[src/rtl/term_pkg.sv]
package term_pkg;
  localparam int TERM_ADDR_W = 2;

  localparam logic [TERM_ADDR_W-1:0] IDX_TXD  = 2'd0;
  localparam logic [TERM_ADDR_W-1:0] IDX_STAT = 2'd1;
  localparam logic [TERM_ADDR_W-1:0] IDX_RXD  = 2'd2;
  localparam logic [TERM_ADDR_W-1:0] IDX_CFG  = 2'd3;

  localparam int STAT_FULL_POS = 0;
  localparam int STAT_OVR_POS  = 1;
  localparam int CFG_RXEN_POS  = 0;

  typedef enum logic [1:0] {
    BS_IDLE = 2'd0,
    BS_WAIT = 2'd1,
    BS_RESP = 2'd2
  } bus_state_e;
endpackage

[src/rtl/term_rst_sync.sv]
module term_rst_sync #(
  parameter int STAGES = 2
) (
  input  logic clk,
  input  logic rst_n_in,
  output logic rst_n_out
);
  logic [STAGES-1:0] sync_q;

  always_ff @(posedge clk or negedge rst_n_in) begin
    if (!rst_n_in) sync_q <= '0;
    else           sync_q <= {sync_q[STAGES-2:0], 1'b1};
  end

  assign rst_n_out = sync_q[STAGES-1];
endmodule

[src/rtl/term_bus_slave.sv]
module term_bus_slave
  import term_pkg::*;
#(
  parameter int DATA_W = 32,
  parameter int ADDR_W = TERM_ADDR_W
) (
  input  logic              clk,
  input  logic              rst_n,
  input  logic              req_valid,
  output logic              req_ready,
  input  logic              req_we,
  input  logic [ADDR_W-1:0] req_addr,
  input  logic [DATA_W-1:0] req_wdata,
  input  logic              tx_busy,
  output logic              rsp_valid,
  output logic              op_we,
  output logic [ADDR_W-1:0] op_addr,
  output logic [DATA_W-1:0] op_wdata
);
  bus_state_e        state_q, state_d;
  logic              we_q;
  logic [ADDR_W-1:0] addr_q;
  logic [DATA_W-1:0] wdata_q;
  logic              cap_en;
  logic              is_tx_write;

  assign req_ready   = (state_q == BS_IDLE);
  assign cap_en      = req_valid && req_ready;
  assign is_tx_write = req_we && (req_addr == IDX_TXD);

  always_comb begin
    state_d = state_q;
    unique case (state_q)
      BS_IDLE: if (req_valid) state_d = (is_tx_write && tx_busy) ? BS_WAIT : BS_RESP;
      BS_WAIT: if (!tx_busy)  state_d = BS_RESP;
      BS_RESP:                state_d = BS_IDLE;
      default:                state_d = BS_IDLE;
    endcase
  end

  always_ff @(posedge clk or negedge rst_n) begin
    if (!rst_n) begin
      state_q <= BS_IDLE;
      we_q    <= 1'b0;
      addr_q  <= '0;
      wdata_q <= '0;
    end else begin
      state_q <= state_d;
      if (cap_en) begin
        we_q    <= req_we;
        addr_q  <= req_addr;
        wdata_q <= req_wdata;
      end
    end
  end

  assign rsp_valid = (state_q == BS_RESP);
  assign op_we     = we_q;
  assign op_addr   = addr_q;
  assign op_wdata  = wdata_q;
endmodule

[src/rtl/term_tx_holder.sv]
module term_tx_holder #(
  parameter int CHAR_W = 8
) (
  input  logic              clk,
  input  logic              rst_n,
  input  logic              load,
  input  logic [CHAR_W-1:0] load_data,
  output logic              busy,
  output logic              tx_valid,
  input  logic              tx_ready,
  output logic [CHAR_W-1:0] tx_data
);
  logic              full_q, full_d;
  logic [CHAR_W-1:0] data_q, data_d;
  logic              drain;

  assign drain = full_q && tx_ready;

  always_comb begin
    full_d = full_q;
    data_d = data_q;
    if (load) begin
      full_d = 1'b1;
      data_d = load_data;
    end else if (drain) begin
      full_d = 1'b0;
    end
  end

  always_ff @(posedge clk or negedge rst_n) begin
    if (!rst_n) begin
      full_q <= 1'b0;
      data_q <= '0;
    end else begin
      full_q <= full_d;
      data_q <= data_d;
    end
  end

  assign busy     = full_q;
  assign tx_valid = full_q;
  assign tx_data  = data_q;
endmodule

[src/rtl/term_rx_holder.sv]
module term_rx_holder #(
  parameter int CHAR_W = 8
) (
  input  logic              clk,
  input  logic              rst_n,
  input  logic              rx_valid,
  input  logic [CHAR_W-1:0] rx_data,
  input  logic              data_rd,
  input  logic              stat_rd,
  output logic              full,
  output logic              ovr,
  output logic [CHAR_W-1:0] held
);
  logic              full_q, full_d;
  logic              ovr_q, ovr_d;
  logic [CHAR_W-1:0] held_q, held_d;
  logic              take, drop;

  assign take = rx_valid && !full_q;
  assign drop = rx_valid && full_q;

  always_comb begin
    full_d = full_q;
    held_d = held_q;
    ovr_d  = ovr_q;
    if (take) begin
      full_d = 1'b1;
      held_d = rx_data;
    end else if (data_rd) begin
      full_d = 1'b0;
    end
    if (drop)         ovr_d = 1'b1;
    else if (stat_rd) ovr_d = 1'b0;
  end

  always_ff @(posedge clk or negedge rst_n) begin
    if (!rst_n) begin
      full_q <= 1'b0;
      ovr_q  <= 1'b0;
      held_q <= '0;
    end else begin
      full_q <= full_d;
      ovr_q  <= ovr_d;
      held_q <= held_d;
    end
  end

  assign full = full_q;
  assign ovr  = ovr_q;
  assign held = held_q;
endmodule

[src/rtl/term_ctrl.sv]
module term_ctrl
  import term_pkg::*;
#(
  parameter int DATA_W    = 32,
  parameter int CHAR_W    = 8,
  parameter int RST_STAGE = 2
) (
  input  logic              clk,
  input  logic              rst_n,
  input  logic              req_valid,
  output logic              req_ready,
  input  logic              req_we,
  input  logic [1:0]        req_addr,
  input  logic [DATA_W-1:0] req_wdata,
  output logic              rsp_valid,
  output logic [DATA_W-1:0] rsp_rdata,
  input  logic              rx_valid,
  input  logic [CHAR_W-1:0] rx_data,
  output logic              tx_valid,
  input  logic              tx_ready,
  output logic [CHAR_W-1:0] tx_data,
  output logic              rx_irq
);
  localparam int PAD_W = DATA_W - CHAR_W;

  logic                   srst_n;
  logic                   op_we;
  logic [TERM_ADDR_W-1:0] op_addr;
  logic [DATA_W-1:0]      op_wdata;
  logic                   tx_busy;
  logic                   tx_load;
  logic                   rx_full, rx_ovr;
  logic [CHAR_W-1:0]      rx_byte;
  logic                   rd_rxd, rd_stat;
  logic                   cfg_en_q, cfg_en_d;
  logic [DATA_W-1:0]      rd_mux;
  logic                   unused_wdata_bits;

  term_rst_sync #(.STAGES(RST_STAGE)) u_rst (
    .clk(clk), .rst_n_in(rst_n), .rst_n_out(srst_n)
  );

  term_bus_slave #(.DATA_W(DATA_W), .ADDR_W(TERM_ADDR_W)) u_bus (
    .clk(clk), .rst_n(srst_n),
    .req_valid(req_valid), .req_ready(req_ready), .req_we(req_we),
    .req_addr(req_addr), .req_wdata(req_wdata), .tx_busy(tx_busy),
    .rsp_valid(rsp_valid), .op_we(op_we), .op_addr(op_addr), .op_wdata(op_wdata)
  );

  assign tx_load = rsp_valid && op_we && (op_addr == IDX_TXD);
  assign rd_rxd  = rsp_valid && !op_we && (op_addr == IDX_RXD);
  assign rd_stat = rsp_valid && !op_we && (op_addr == IDX_STAT);

  term_tx_holder #(.CHAR_W(CHAR_W)) u_tx (
    .clk(clk), .rst_n(srst_n), .load(tx_load), .load_data(op_wdata[CHAR_W-1:0]),
    .busy(tx_busy), .tx_valid(tx_valid), .tx_ready(tx_ready), .tx_data(tx_data)
  );

  term_rx_holder #(.CHAR_W(CHAR_W)) u_rx (
    .clk(clk), .rst_n(srst_n), .rx_valid(rx_valid), .rx_data(rx_data),
    .data_rd(rd_rxd), .stat_rd(rd_stat),
    .full(rx_full), .ovr(rx_ovr), .held(rx_byte)
  );

  always_comb begin
    cfg_en_d = cfg_en_q;
    if (rsp_valid && op_we && (op_addr == IDX_CFG)) cfg_en_d = op_wdata[CFG_RXEN_POS];
  end

  always_ff @(posedge clk or negedge srst_n) begin
    if (!srst_n) cfg_en_q <= 1'b0;
    else         cfg_en_q <= cfg_en_d;
  end

  always_comb begin
    rd_mux = '0;
    unique case (op_addr)
      IDX_STAT: begin
        rd_mux[STAT_FULL_POS] = rx_full;
        rd_mux[STAT_OVR_POS]  = rx_ovr;
      end
      IDX_RXD:  rd_mux = {{PAD_W{1'b0}}, rx_byte};
      IDX_CFG:  rd_mux[CFG_RXEN_POS] = cfg_en_q;
      default:  rd_mux = '0;
    endcase
  end

  assign rsp_rdata = (rsp_valid && !op_we) ? rd_mux : '0;
  assign rx_irq    = rx_full & cfg_en_q;

  assign unused_wdata_bits = ^op_wdata[DATA_W-1:CHAR_W];
endmodule

[config.mk]
export PLATFORM = sky130hd
export DESIGN_NAME = term_ctrl
export DESIGN_NICKNAME = d
export VERILOG_FILES = /design/src/rtl/term_pkg.sv /design/src/rtl/term_rst_sync.sv /design/src/rtl/term_bus_slave.sv /design/src/rtl/term_tx_holder.sv /design/src/rtl/term_rx_holder.sv /design/src/rtl/term_ctrl.sv
export SDC_FILE = /design/constraint.sdc
export NUM_CORES = 1
export LEC_CHECK = 0
export BUFFER_PORTS_ARGS = -buffer_cell sky130_fd_sc_hd__buf_2
export CAP_MARGIN = 15
export CORE_MARGIN = 4
export CORE_UTILIZATION = 40
export CTS_CLUSTER_DIAMETER = 30
export DETAILED_ROUTE_END_ITERATION = 10
export GPL_TIMING_DRIVEN = 1
export PLACE_DENSITY = 0.72
export SLEW_MARGIN = 20
export SYNTH_ARGS = -nofsm -noshare
export SYNTH_HDL_FRONTEND = slang
export SYNTH_SLANG_ARGS = --single-unit
[constraint.sdc]
create_clock -name clk -period 1.8 [get_ports clk]
set_clock_uncertainty 0.2 [all_clocks]
set_input_delay 0.09 -clock clk [delete_from_list [all_inputs] [get_ports clk]]
set_output_delay 0.09 -clock clk [all_outputs]
set_load 0.02 [all_outputs]
==> reports/qor.csv <==
metric;value;unit
# port buffers;43;
CTS tree;done;
fillers;379;
Die Ht;73.8;um
crit end category;output port;
Yosys reg bits;35;
Detailed Route WL;3.45;mm
io pins;92;
Via Count;1188;
Yosys cell types;27;
Mean Syn Cell Area;13.4;um^2
core area;4090;um^2
hold violation total from the final report;1;
first-pass GRT wire length;5.55;mm
CTS sink count;35;
# setup viols final;2;
startpoint types;flip-flop;
Crit Path Max Fanout;4;
worst hold slack;-0.000382;ns
register area;882;um^2
detailed-placement wirelength estimate;2.40;mm
Synth warnings;0;
Bufs on Longest Clock Path;2;
H-tree Lvls;2;
Worst EP required;1.51;ns
Worst Path Class, Setup;reg2out;
RSZ-0062 raised after global routing;true;
Die Area;5450;um^2
post-layout minimum cycle time;1.83;ns
violated checks;negative hold slack, negative setup slack;
total negative slack;-0.0371;ns
grt ovf;0;
largest net degree at the start of global routing;24;
Synth area leader;dfrtp_1;
n_diodes;0;
Max Slew Vio Count;0;
final worst path period share;1.01;
Pwr Density;1120;nW/um^2
Num CTS Buffers;5;
vias in the first global route;1190;
Leak;1.14;nW
Area Overhead vs Synth;33.9;%
post-synthesis cell count;129;
HP Class;reg2async;
number of vias per cell;4.62;
Clock Latency Late Sink;0.28;ns
antenna viol nets, final;0;
Yosys top cell area share;0.505;
Final WS setup;-0.0261;ns
status;finished, violations left;
initial drt markers;47;
Power, Total;2.59;mW
Initial Utilization;0.424;
post-DR wirelength/cell;13.4;um
Die Width;73.8;um
fmax;548;MHz
Post-layout nets;259;
# rows;23;
max-cap viol count;0;
Worst-path clk slew;0.07;ns
critical path arrival;1.54;ns
GPL Wtd Cong;0.720;
sequential fraction of the synthesis area;0.505;
worst vdd ir;761;uV
area of the multi-input gates;737;um^2
layout cells sized above 1;0.473;
antenna violations before repair;0;
first drt pass iteration count;4;
total track usage;0.138;
Area contributors post-synth;dfrtp_1 (51%), mux2_2 (18%), buf_4 (10%);
synthesized cell area;1730;um^2
Residual DRC;0;
Clock Tree Root;clkbuf_8;
worst paths after layout:
| check | from | slack, ns | depth (start not counted) | endpoint |
|---|---|---|---|---|
| min reg2reg | u_rst.sync_q[1]$_DFF_PN0_ | -0.0004 | 0 | u_rx.full$_DFFE_PN0P_ |
| max | u_bus.op_addr[0]$_DFFE_PN0P_ | -0.03 | 4 | rsp_rdata[0] |
| min in group clk | u_rst.sync_q[0]$_DFF_PN0_ | 0.15 | 0 | u_rst.sync_q[1]$_DFF_PN0_ |
| max in group asynchronous | rst_n | 0.83 | 3 | u_rst.sync_q[0]$_DFF_PN0_ |
| max reg2reg | u_bus.state_q[0]$_DFFE_PN0P_ | 0.15 | 4 | u_bus.op_we$_DFFE_PN0P_ |
| min | u_rst.sync_q[1]$_DFF_PN0_ | -0.0004 | 0 | u_rx.full$_DFFE_PN0P_ |
kinds of logic (layout without fill, tap and decap cells):
kind of cell	Yosys count	after routing	share of synthesized area
flip-flops	35	35	0.505
buffers and inverters	31	86	0.133
multiplexers	28	28	0.182
AND/OR/NAND/NOR	21	21	0.107
AO/OA/AOI/OAI	7	7	0.0325
adder cells (fa/ha/maj)	5	5	0.0361
other	2	25	0.00433
layout make-up:
| class | instances | share of cell area |
|---|---|---|
| Timing Repair Buffer | 75 | 0.236 |
| Clock inverter | 1 | 0.00216 |
| Inverter | 3 | 0.00485 |
| Tap cell | 50 | 0.0270 |
| Clock buffer | 7 | 0.0329 |
| Sequential cell | 35 | 0.380 |
| Multi-Input combinational cell | 86 | 0.318 |
cells in the mapped netlist (all sizes together):
master	count
nand4b	2
nand4bb	2
nor3b	3
or3b	1
inv	3
o21ai	1
a21o	1
and3	7
buf	28
mux2	28
dfrtp	35
and2	1
nor2b	2
a2bb2o	1
o22ai	1
nand2b	1
nor2	1
a222oi	1
ha	5
a22o	2
nor4bb	1
conb	2
critical path, stage by stage (launching register included):
cell and delay, ns:
dfrtp_2 0.44, ha_1 0.23, a222oi_1 0.33, nor3b_1 0.09, buf_2 0.17
stage by stage:
| stage | hold slack (ns) | instance area, um^2 | util | cells | setup slack, ns |
|---|---|---|---|---|---|
| after global placement | -0.323 | 1940 | 0.475 | 222 | 0.196 |
| final | -0.000382 | 2320 | 0.568 | 257 | -0.0261 |
| after detailed placement | -0.321 | 1940 | 0.475 | 222 | 0.157 |
| after global routing | 0.0491 | 2320 | 0.568 | 257 | -0.0898 |
| after floorplan | -0.406 | 1820 | - | 152 | 0.195 |
| after CTS | 0.0176 | 2290 | 0.560 | 256 | -0.0323 |
metal layers:
metal	routed length, um	global-route usage	vias to the layer above	part of all wire
met3	327	0.0547	11	0.095
met5	0	0	-	0
met2	1640	0.221	57	0.48
li1	-	-	557	-
met1	1390	0.161	563	0.40
met4	87	0.0644	0	0.025
cells in the final DEF, fill, tap and decap left out, types with 5 or more instances in the layout:
master / instances
clkbuf_8: 5
mux2_2: 28
dfrtp_1: 30
buf_4: 6
dfrtp_2: 5
dlygate4sd3_1: 24
buf_2: 42
and3_1: 7
conb_1: 25
what timing repair did:
item                                    in CTS  in global routing
gates cloned                                 0                  0
resized for setup                            7                  6
endpoints found under the setup margin       8                  8
buffers inserted                             2                  1
hold buffers                                24                  0
pin swaps                                    1                  1
endpoints found under the hold margin       24                  0
flip-flops by register name (all words and copies together), names as in the netlist:
name / count
u_bus.op_wdata: 8
u_tx.busy: 1
u_rx.held: 8
u_tx.tx_data: 8
u_bus.state_q: 2
u_bus.op_addr: 2
cfg_en_q: 1
u_rx.full: 1
u_rst.sync_q: 2
u_rx.ovr: 1
u_bus.op_we: 1
power by group:
part           internal (mW)  switching [mW]
clock                  0.271           0.265
combinational          0.429           0.429
sequential              1.05           0.154
(Power assumes the default switching activity.)
